File: config.mk
export PLATFORM = sky130hd
export DESIGN_NAME = cfg_access_bridge
export DESIGN_NICKNAME = d
export VERILOG_FILES = /design/src/rtl/cab_pkg.sv /design/src/rtl/cab_decode.sv /design/src/rtl/cab_lanes.sv /design/src/rtl/cfg_access_bridge.sv
export SDC_FILE = /design/constraint.sdc
export NUM_CORES = 1
export LEC_CHECK = 0
export ABC_CLOCK_PERIOD_IN_PS = 8400
export BUFFER_PORTS_ARGS = -buffer_cell sky130_fd_sc_hd__buf_4
export CORE_MARGIN = 2
export CORE_UTILIZATION = 56
export DETAILED_ROUTE_END_ITERATION = 7
export PLACE_DENSITY_LB_ADDON = 0.08
export SKIP_LAST_GASP = 1
export SYNTH_ARGS = -nofsm -noshare
export SYNTH_HDL_FRONTEND = slang
export SYNTH_SLANG_ARGS = --single-unit
export TNS_END_PERCENT = 100
File: constraint.sdc
create_clock -name clk -period 8.4 [get_ports clk]
set_input_delay 1.68 -clock clk [delete_from_list [all_inputs] [get_ports clk]]
set_output_delay 1.68 -clock clk [all_outputs]
set_load 0.005 [all_outputs]
File: src/rtl/cab_pkg.sv
`timescale 1ns/1ps
package cab_pkg;
    localparam int WORD_W  = 32;
    localparam int BYTES   = WORD_W / 8;
    localparam int LANE_W  = $clog2(BYTES);
    localparam int LEN_W   = LANE_W + 1;
    localparam int BUS_W   = 8;
    localparam int FN_W    = 8;
    localparam int FUNC_W  = 3;
    localparam int OFF_W   = 8;
    localparam int LOW_W   = OFF_W + FN_W + BUS_W;
    localparam int EN_BIT  = WORD_W - 1;

    typedef enum logic [1:0] {
        ST_IDLE  = 2'd0,
        ST_PROBE = 2'd1,
        ST_WAIT  = 2'd2
    } st_e;

    typedef struct packed {
        st_e               st;
        logic [WORD_W-1:0] addr;
        logic              ack;
        logic [WORD_W-1:0] rdata;
        logic              req;
        logic              we;
        logic [BUS_W-1:0]  bus;
        logic [FN_W-1:0]   devfn;
        logic [OFF_W-1:0]  regoff;
        logic [BYTES-1:0]  be;
        logic [WORD_W-1:0] wdata;
    } regs_t;
endpackage

File: src/rtl/cab_decode.sv
`timescale 1ns/1ps
module cab_decode
    import cab_pkg::*;
#(
    parameter int CFG_LIMIT = 256
) (
    input  logic [LOW_W-1:0]  addr_low,
    input  logic [LANE_W-1:0] acc_off,
    input  logic [LEN_W-1:0]  acc_len,
    output logic [BUS_W-1:0]  bus,
    output logic [FN_W-1:0]   devfn,
    output logic [OFF_W-1:0]  regoff,
    output logic              in_range,
    output logic [BYTES-1:0]  be
);
    localparam int ROOM_W = OFF_W + 2;

    logic [ROOM_W-1:0] room;
    logic [LEN_W-1:0]  eff;
    logic [BYTES-1:0]  run;

    always_comb begin
        bus      = addr_low[OFF_W+FN_W +: BUS_W];
        devfn    = addr_low[OFF_W +: FN_W];
        regoff   = addr_low[OFF_W-1:0] | OFF_W'(acc_off);
        in_range = ROOM_W'(regoff) < ROOM_W'(CFG_LIMIT);
        room     = ROOM_W'(CFG_LIMIT) - ROOM_W'(regoff);
        eff      = (ROOM_W'(acc_len) < room) ? acc_len : LEN_W'(room);
        if (eff > LEN_W'(BYTES)) begin
            eff = LEN_W'(BYTES);
        end
        run = BYTES'((1 << eff) - 1);
        be  = run << regoff[LANE_W-1:0];
    end
endmodule

File: src/rtl/cab_lanes.sv
`timescale 1ns/1ps
module cab_lanes
    import cab_pkg::*;
(
    input  logic [LANE_W-1:0] wr_lane,
    input  logic [WORD_W-1:0] wr_data_in,
    output logic [WORD_W-1:0] wr_data_out,
    input  logic [LANE_W-1:0] rd_lane,
    input  logic [BYTES-1:0]  rd_be,
    input  logic [WORD_W-1:0] rd_data_in,
    output logic [WORD_W-1:0] rd_data_out
);
    logic [BYTES-1:0]  be_r;
    logic [WORD_W-1:0] mask;

    assign be_r = rd_be >> rd_lane;

    for (genvar g = 0; g < BYTES; g++) begin : g_mask
        assign mask[g*8 +: 8] = {8{be_r[g]}};
    end

    assign wr_data_out = wr_data_in << {wr_lane, 3'b000};
    assign rd_data_out = (rd_data_in >> {rd_lane, 3'b000}) & mask;
endmodule

File: src/rtl/cfg_access_bridge.sv
`timescale 1ns/1ps
module cfg_access_bridge
    import cab_pkg::*;
#(
    parameter int CFG_LIMIT = 256
) (
    input  logic              clk,
    input  logic              rst_n,
    input  logic              host_req,
    input  logic              host_we,
    input  logic              host_sel,
    input  logic [1:0]        host_off,
    input  logic [2:0]        host_len,
    input  logic [31:0]       host_wdata,
    output logic              host_ready,
    output logic              host_ack,
    output logic [31:0]       host_rdata,
    output logic              cfg_req,
    output logic              cfg_we,
    output logic [7:0]        cfg_bus,
    output logic [7:0]        cfg_devfn,
    output logic [7:0]        cfg_reg,
    output logic [3:0]        cfg_be,
    output logic [31:0]       cfg_wdata,
    input  logic              cfg_ack,
    input  logic [31:0]       cfg_rdata,
    input  logic              dev_present,
    input  logic              dev_hotplug,
    input  logic              dev_fn0_present,
    input  logic              state_ld,
    input  logic [31:0]       state_in,
    output logic [31:0]       state_out
);
    regs_t q, d;

    logic [BUS_W-1:0]  dec_bus;
    logic [FN_W-1:0]   dec_devfn;
    logic [OFF_W-1:0]  dec_regoff;
    logic              dec_in_range;
    logic [BYTES-1:0]  dec_be;
    logic [WORD_W-1:0] wr_shift;
    logic [WORD_W-1:0] rd_aligned;
    logic              orphan_fn;
    logic              full_word_wr;

    cab_decode #(.CFG_LIMIT(CFG_LIMIT)) u_dec (
        .addr_low (q.addr[LOW_W-1:0]),
        .acc_off  (host_off),
        .acc_len  (host_len),
        .bus      (dec_bus),
        .devfn    (dec_devfn),
        .regoff   (dec_regoff),
        .in_range (dec_in_range),
        .be       (dec_be)
    );

    cab_lanes u_lanes (
        .wr_lane     (dec_regoff[LANE_W-1:0]),
        .wr_data_in  (host_wdata),
        .wr_data_out (wr_shift),
        .rd_lane     (q.regoff[LANE_W-1:0]),
        .rd_be       (q.be),
        .rd_data_in  (cfg_rdata),
        .rd_data_out (rd_aligned)
    );

    // a non-zero function of a hot-added device is hidden without its function 0
    assign orphan_fn    = dev_hotplug && (q.devfn[FUNC_W-1:0] != '0) && !dev_fn0_present;
    assign full_word_wr = (host_off == '0) && (host_len == LEN_W'(BYTES));

    always_comb begin
        d     = q;
        d.ack = 1'b0;
        d.req = 1'b0;
        unique case (q.st)
            ST_IDLE: begin
                if (host_req) begin
                    if (!host_sel) begin
                        d.ack   = 1'b1;
                        d.rdata = q.addr;
                        if (host_we && full_word_wr) begin
                            d.addr = host_wdata;
                        end
                    end else begin
                        d.we     = host_we;
                        d.bus    = dec_bus;
                        d.devfn  = dec_devfn;
                        d.regoff = dec_regoff;
                        d.be     = dec_be;
                        d.wdata  = wr_shift;
                        if (q.addr[EN_BIT] && dec_in_range) begin
                            d.st = ST_PROBE;
                        end else begin
                            d.ack   = 1'b1;
                            d.rdata = '1;
                        end
                    end
                end
            end
            ST_PROBE: begin
                if (!dev_present || orphan_fn) begin
                    d.ack   = 1'b1;
                    d.rdata = '1;
                    d.st    = ST_IDLE;
                end else begin
                    d.req = 1'b1;
                    d.st  = ST_WAIT;
                end
            end
            ST_WAIT: begin
                if (cfg_ack) begin
                    d.ack   = 1'b1;
                    d.rdata = rd_aligned;
                    d.st    = ST_IDLE;
                end
            end
            default: d.st = ST_IDLE;
        endcase
        if (state_ld) begin
            d.addr = state_in;
        end
    end

    always_ff @(posedge clk or negedge rst_n) begin
        if (!rst_n) begin
            q <= '0;
        end else begin
            q <= d;
        end
    end

    assign host_ready = (q.st == ST_IDLE);
    assign host_ack   = q.ack;
    assign host_rdata = q.rdata;
    assign cfg_req    = q.req;
    assign cfg_we     = q.we;
    assign cfg_bus    = q.bus;
    assign cfg_devfn  = q.devfn;
    assign cfg_reg    = q.regoff;
    assign cfg_be     = q.be;
    assign cfg_wdata  = q.wdata;
    assign state_out  = q.addr;
endmodule

==> results.toml <==
[setup_path]
reg2regPathDepth = 12
r2r_start = "state_out[0]"
endpoint_kind = "register"
cpPeakStageDelay_ns = 0.62
cp_num_buf_inv = 3
worstPathCellList = "buf_4, or2_2, inv_1, ha_1, xnor2_1, inv_1, ha_1, o21a_1, o31ai_1, a221oi_4, mux2i_1, o21a_1, o22a_1"
crit_required_ns = 8.76
slowest_stage = "inv_1"
critPathLaunchType = "input port"
reg2reg_to = "cfg_be[3]"
cp_top_family = "compound AO/OA/AOI/OAI gates"
crit_path_max_fanout = 29
r2r_slack_ns = 4.49
arrival_ns = 5.14
crit_type = "in2reg"

[synthesis]
yosys_warnings = 0
synth_cells = 929
ys.flop_type = "dfrtp_1"
yosys_register_bits = 129
synth_edf_count = 0
synth.most_common_cell = "nand2_1"
seq_area_frac_synth = 0.428
syn_area_per_cell_sq_um = 8.12
synth_commonest_cells = "nand2_1, dfrtp_1, buf_4, o21ai_0, a21oi_1"
yosys.area.top_type_share = 0.428
synth_area_sq_um = 7550
yosys.area.top_type = "dfrtp_1"
yosysUniqueCellTypes = 41
yosys-top-cells-area = "dfrtp_1, nand2_1, buf_4"
syn-num-nets = 1044
async_flop_share = 1.00

[global_routing]
grt_max_degree = 89
grt_overflow = 0
grt_pass1_wl_mm = 35.2
antenna_found_initial = 0
grt_pass1_vias = 6437
grt_usage = 0.320

[detailed_routing]
drt_iter0_drc = 612
ant_nets = 0
via_count = 6688
via_per_inst = 5.57
drt_wl_total_mm = 22.7
drtPass1Iterations = 5
drc = 0
routedWlPerCell_microns = 18.9

[clock_network]
cts_max_path_buffers = 2
postCtsSetupBuffers = 0
cts-resized-gates = 0
cts.htree.levels = 4
numCtsBuffers = 17
cts_sinks = 129
clk_latency_ns = 0.42
cts_tree = "done"
hold_buffers = 0
root_buffer = "clkbuf_16"
clkTransAtPathRegs_ns = 0.05

[cells_and_area]
nFillCells = 1146
syn_to_final_growth_pct = 20.1
nNetsFinal = 1127
final_util = 0.687
diodes = 0
seq_area_sq_um = 3230
multi_input_area_sq_um = 3130
drive_above_1_share = 0.272

[floorplanning]
die_x_microns = 120
fp.coreArea_sq_um = 13200
io_pins = 239
initial_core_util = 0.572
fp-row-count = 42
die_h_microns = 120
die_area_sq_um = 14400

[outcome]
outcome = "completed"

[pwr]
p_int_mw = 1.45
sw_frac_of_total = 0.291
worst_ir_drop_vdd_mv = 0.144
p_switching_mw = 0.595
p_leak_nw = 4.55
power_frac_seq = 0.392
combPwrFrac = 0.247
power.share.clock = 0.362
p_per_area_nw_per_um2 = 225

[timing]
worstMarginPinSlew_ns = 1.07
slew_viol_final = 0
finalSetupViolCount = 0
finalHoldViolCount = 0
fin_crit_sh = 0.569
min_period_ns = 4.78
max_freq_mhz = 209
slew_headroom = 0.282
finalClockSkew_ns = 0.00828
rsz0062_at_grt = "no"
tns_ns = 0

[worst_hold_path]
hp-start = "cfg_bus[1]"
whs_endpoint = "cfg_bus[1]"
min_path_type = "reg2reg"
hold_depth = 2

[flow_run]
cap_violations = 0

[placement]
post-dp-hpwl_mm = 16.3
gp_congestion = 0.927
io_buffers = 238
## through the flow
step                      cell area [sq um]  setup slack [ns]  cells  total power [mW]  hold slack (ns)
after floorplan                        7550              4.15    929              1.14            0.447
after global placement                 8480              3.28   1169              1.30            0.461
after detailed placement               8480              3.27   1169              1.31            0.464
after CTS                              9060              3.64   1200              2.05            0.477
after global routing                   9060              3.37   1200              2.14            0.489
final                                  9060              3.62   1200              2.04            0.474
## routing by layer
layer / GRT usage / part of all wire / vias to the layer above / wire (microns)
met5: 0 / 0 / - / 0
met4: 0.110 / 0.026 / 0 / 595
met3: 0.0932 / 0.087 / 46 / 1970
met2: 0.493 / 0.45 / 306 / 10300
met1: 0.433 / 0.43 / 3144 / 9820
li1: - / - / 3192 / -
## layout make-up
cell class | instances | area share
Sequential cell | 129 | 0.356
Multi-Input combinational cell | 603 | 0.345
Timing Repair Buffer | 247 | 0.205
Clock buffer | 25 | 0.0524
Tap cell | 176 | 0.0243
Clock inverter | 6 | 0.0116
Inverter | 14 | 0.00580
## power groups by stage
stage | Combinational [mW] | Sequential, mW | Clock [mW]
2_1_floorplan | 0.366 | 0.777 | 0
3_3_place_gp | 0.497 | 0.806 | 0
3_5_place_dp | 0.502 | 0.808 | 0
4_1_cts | 0.505 | 0.799 | 0.743
5_1_grt | 0.554 | 0.811 | 0.776
6_report | 0.504 | 0.800 | 0.739
## kinds of logic (layout without fill, tap and decap cells)
logic type,count (synthesis),in the layout,share of synthesized area
flops,129,129,0.428
compound gates,211,211,0.170
mux,28,28,0.0371
fa+ha+maj,4,4,0.00663
buf+inv,197,292,0.160
xor+xnor,1,1,0.00116
simple gates,359,359,0.197
## cells in the final DEF, fill, tap and decap left out, types with 2 or more instances in the layout
master     Yosys  routed
nand2_1      260     259
buf_4        124     247
dfrtp_1      129     129
o21ai_0       82      82
a21oi_1       61      61
nor2_1        44      44
mux2i_1       28      28
clkbuf_16      0      17
nand4_1       16      16
o2111ai_1     16      16
inv_1         14      14
nor2b_1       11      11
a211oi_1      11      11
and3_1         9       9
a211o_1        9       9
o31ai_1        9       9
a22o_1         8       8
nor3_1         7       7
clkbuf_1      51       6
ha_1           4       4
clkinv_2       0       3
bufinv_16      0       3
or2_2          2       2
nand2b_1       2       2
nand3_1        2       2
o211ai_1       2       2
a21o_1         2       2
o21a_1         2       2
or4_4          2       2
o41ai_1        2       2
clkbuf_8       0       2
## tightest hold or removal path, stage by stage, from the launching register on
cell and delay (ns):
dfrtp_1 0.34, nand2_1 0.05, nand2_1 0.05
## worst max-delay path by stage
| stage | cells after the start | slack (ns) | from | endpoint |
|---|---|---|---|---|
| 4_1_cts | 13 | 3.64 | host_off[0] | cfg_be[3] |
| 3_5_place_dp | 13 | 3.27 | host_off[0] | cfg_be[3] |
| 5_1_grt | 13 | 3.37 | host_off[0] | cfg_be[3] |
| 6_report | 13 | 3.62 | host_off[0] | cfg_be[3] |
| 2_1_floorplan | 13 | 4.15 | host_off[0] | cfg_be[3] |
| 3_3_place_gp | 13 | 3.28 | host_off[0] | cfg_be[3] |
No activity file was read; power rests on OpenSTA's default activity.
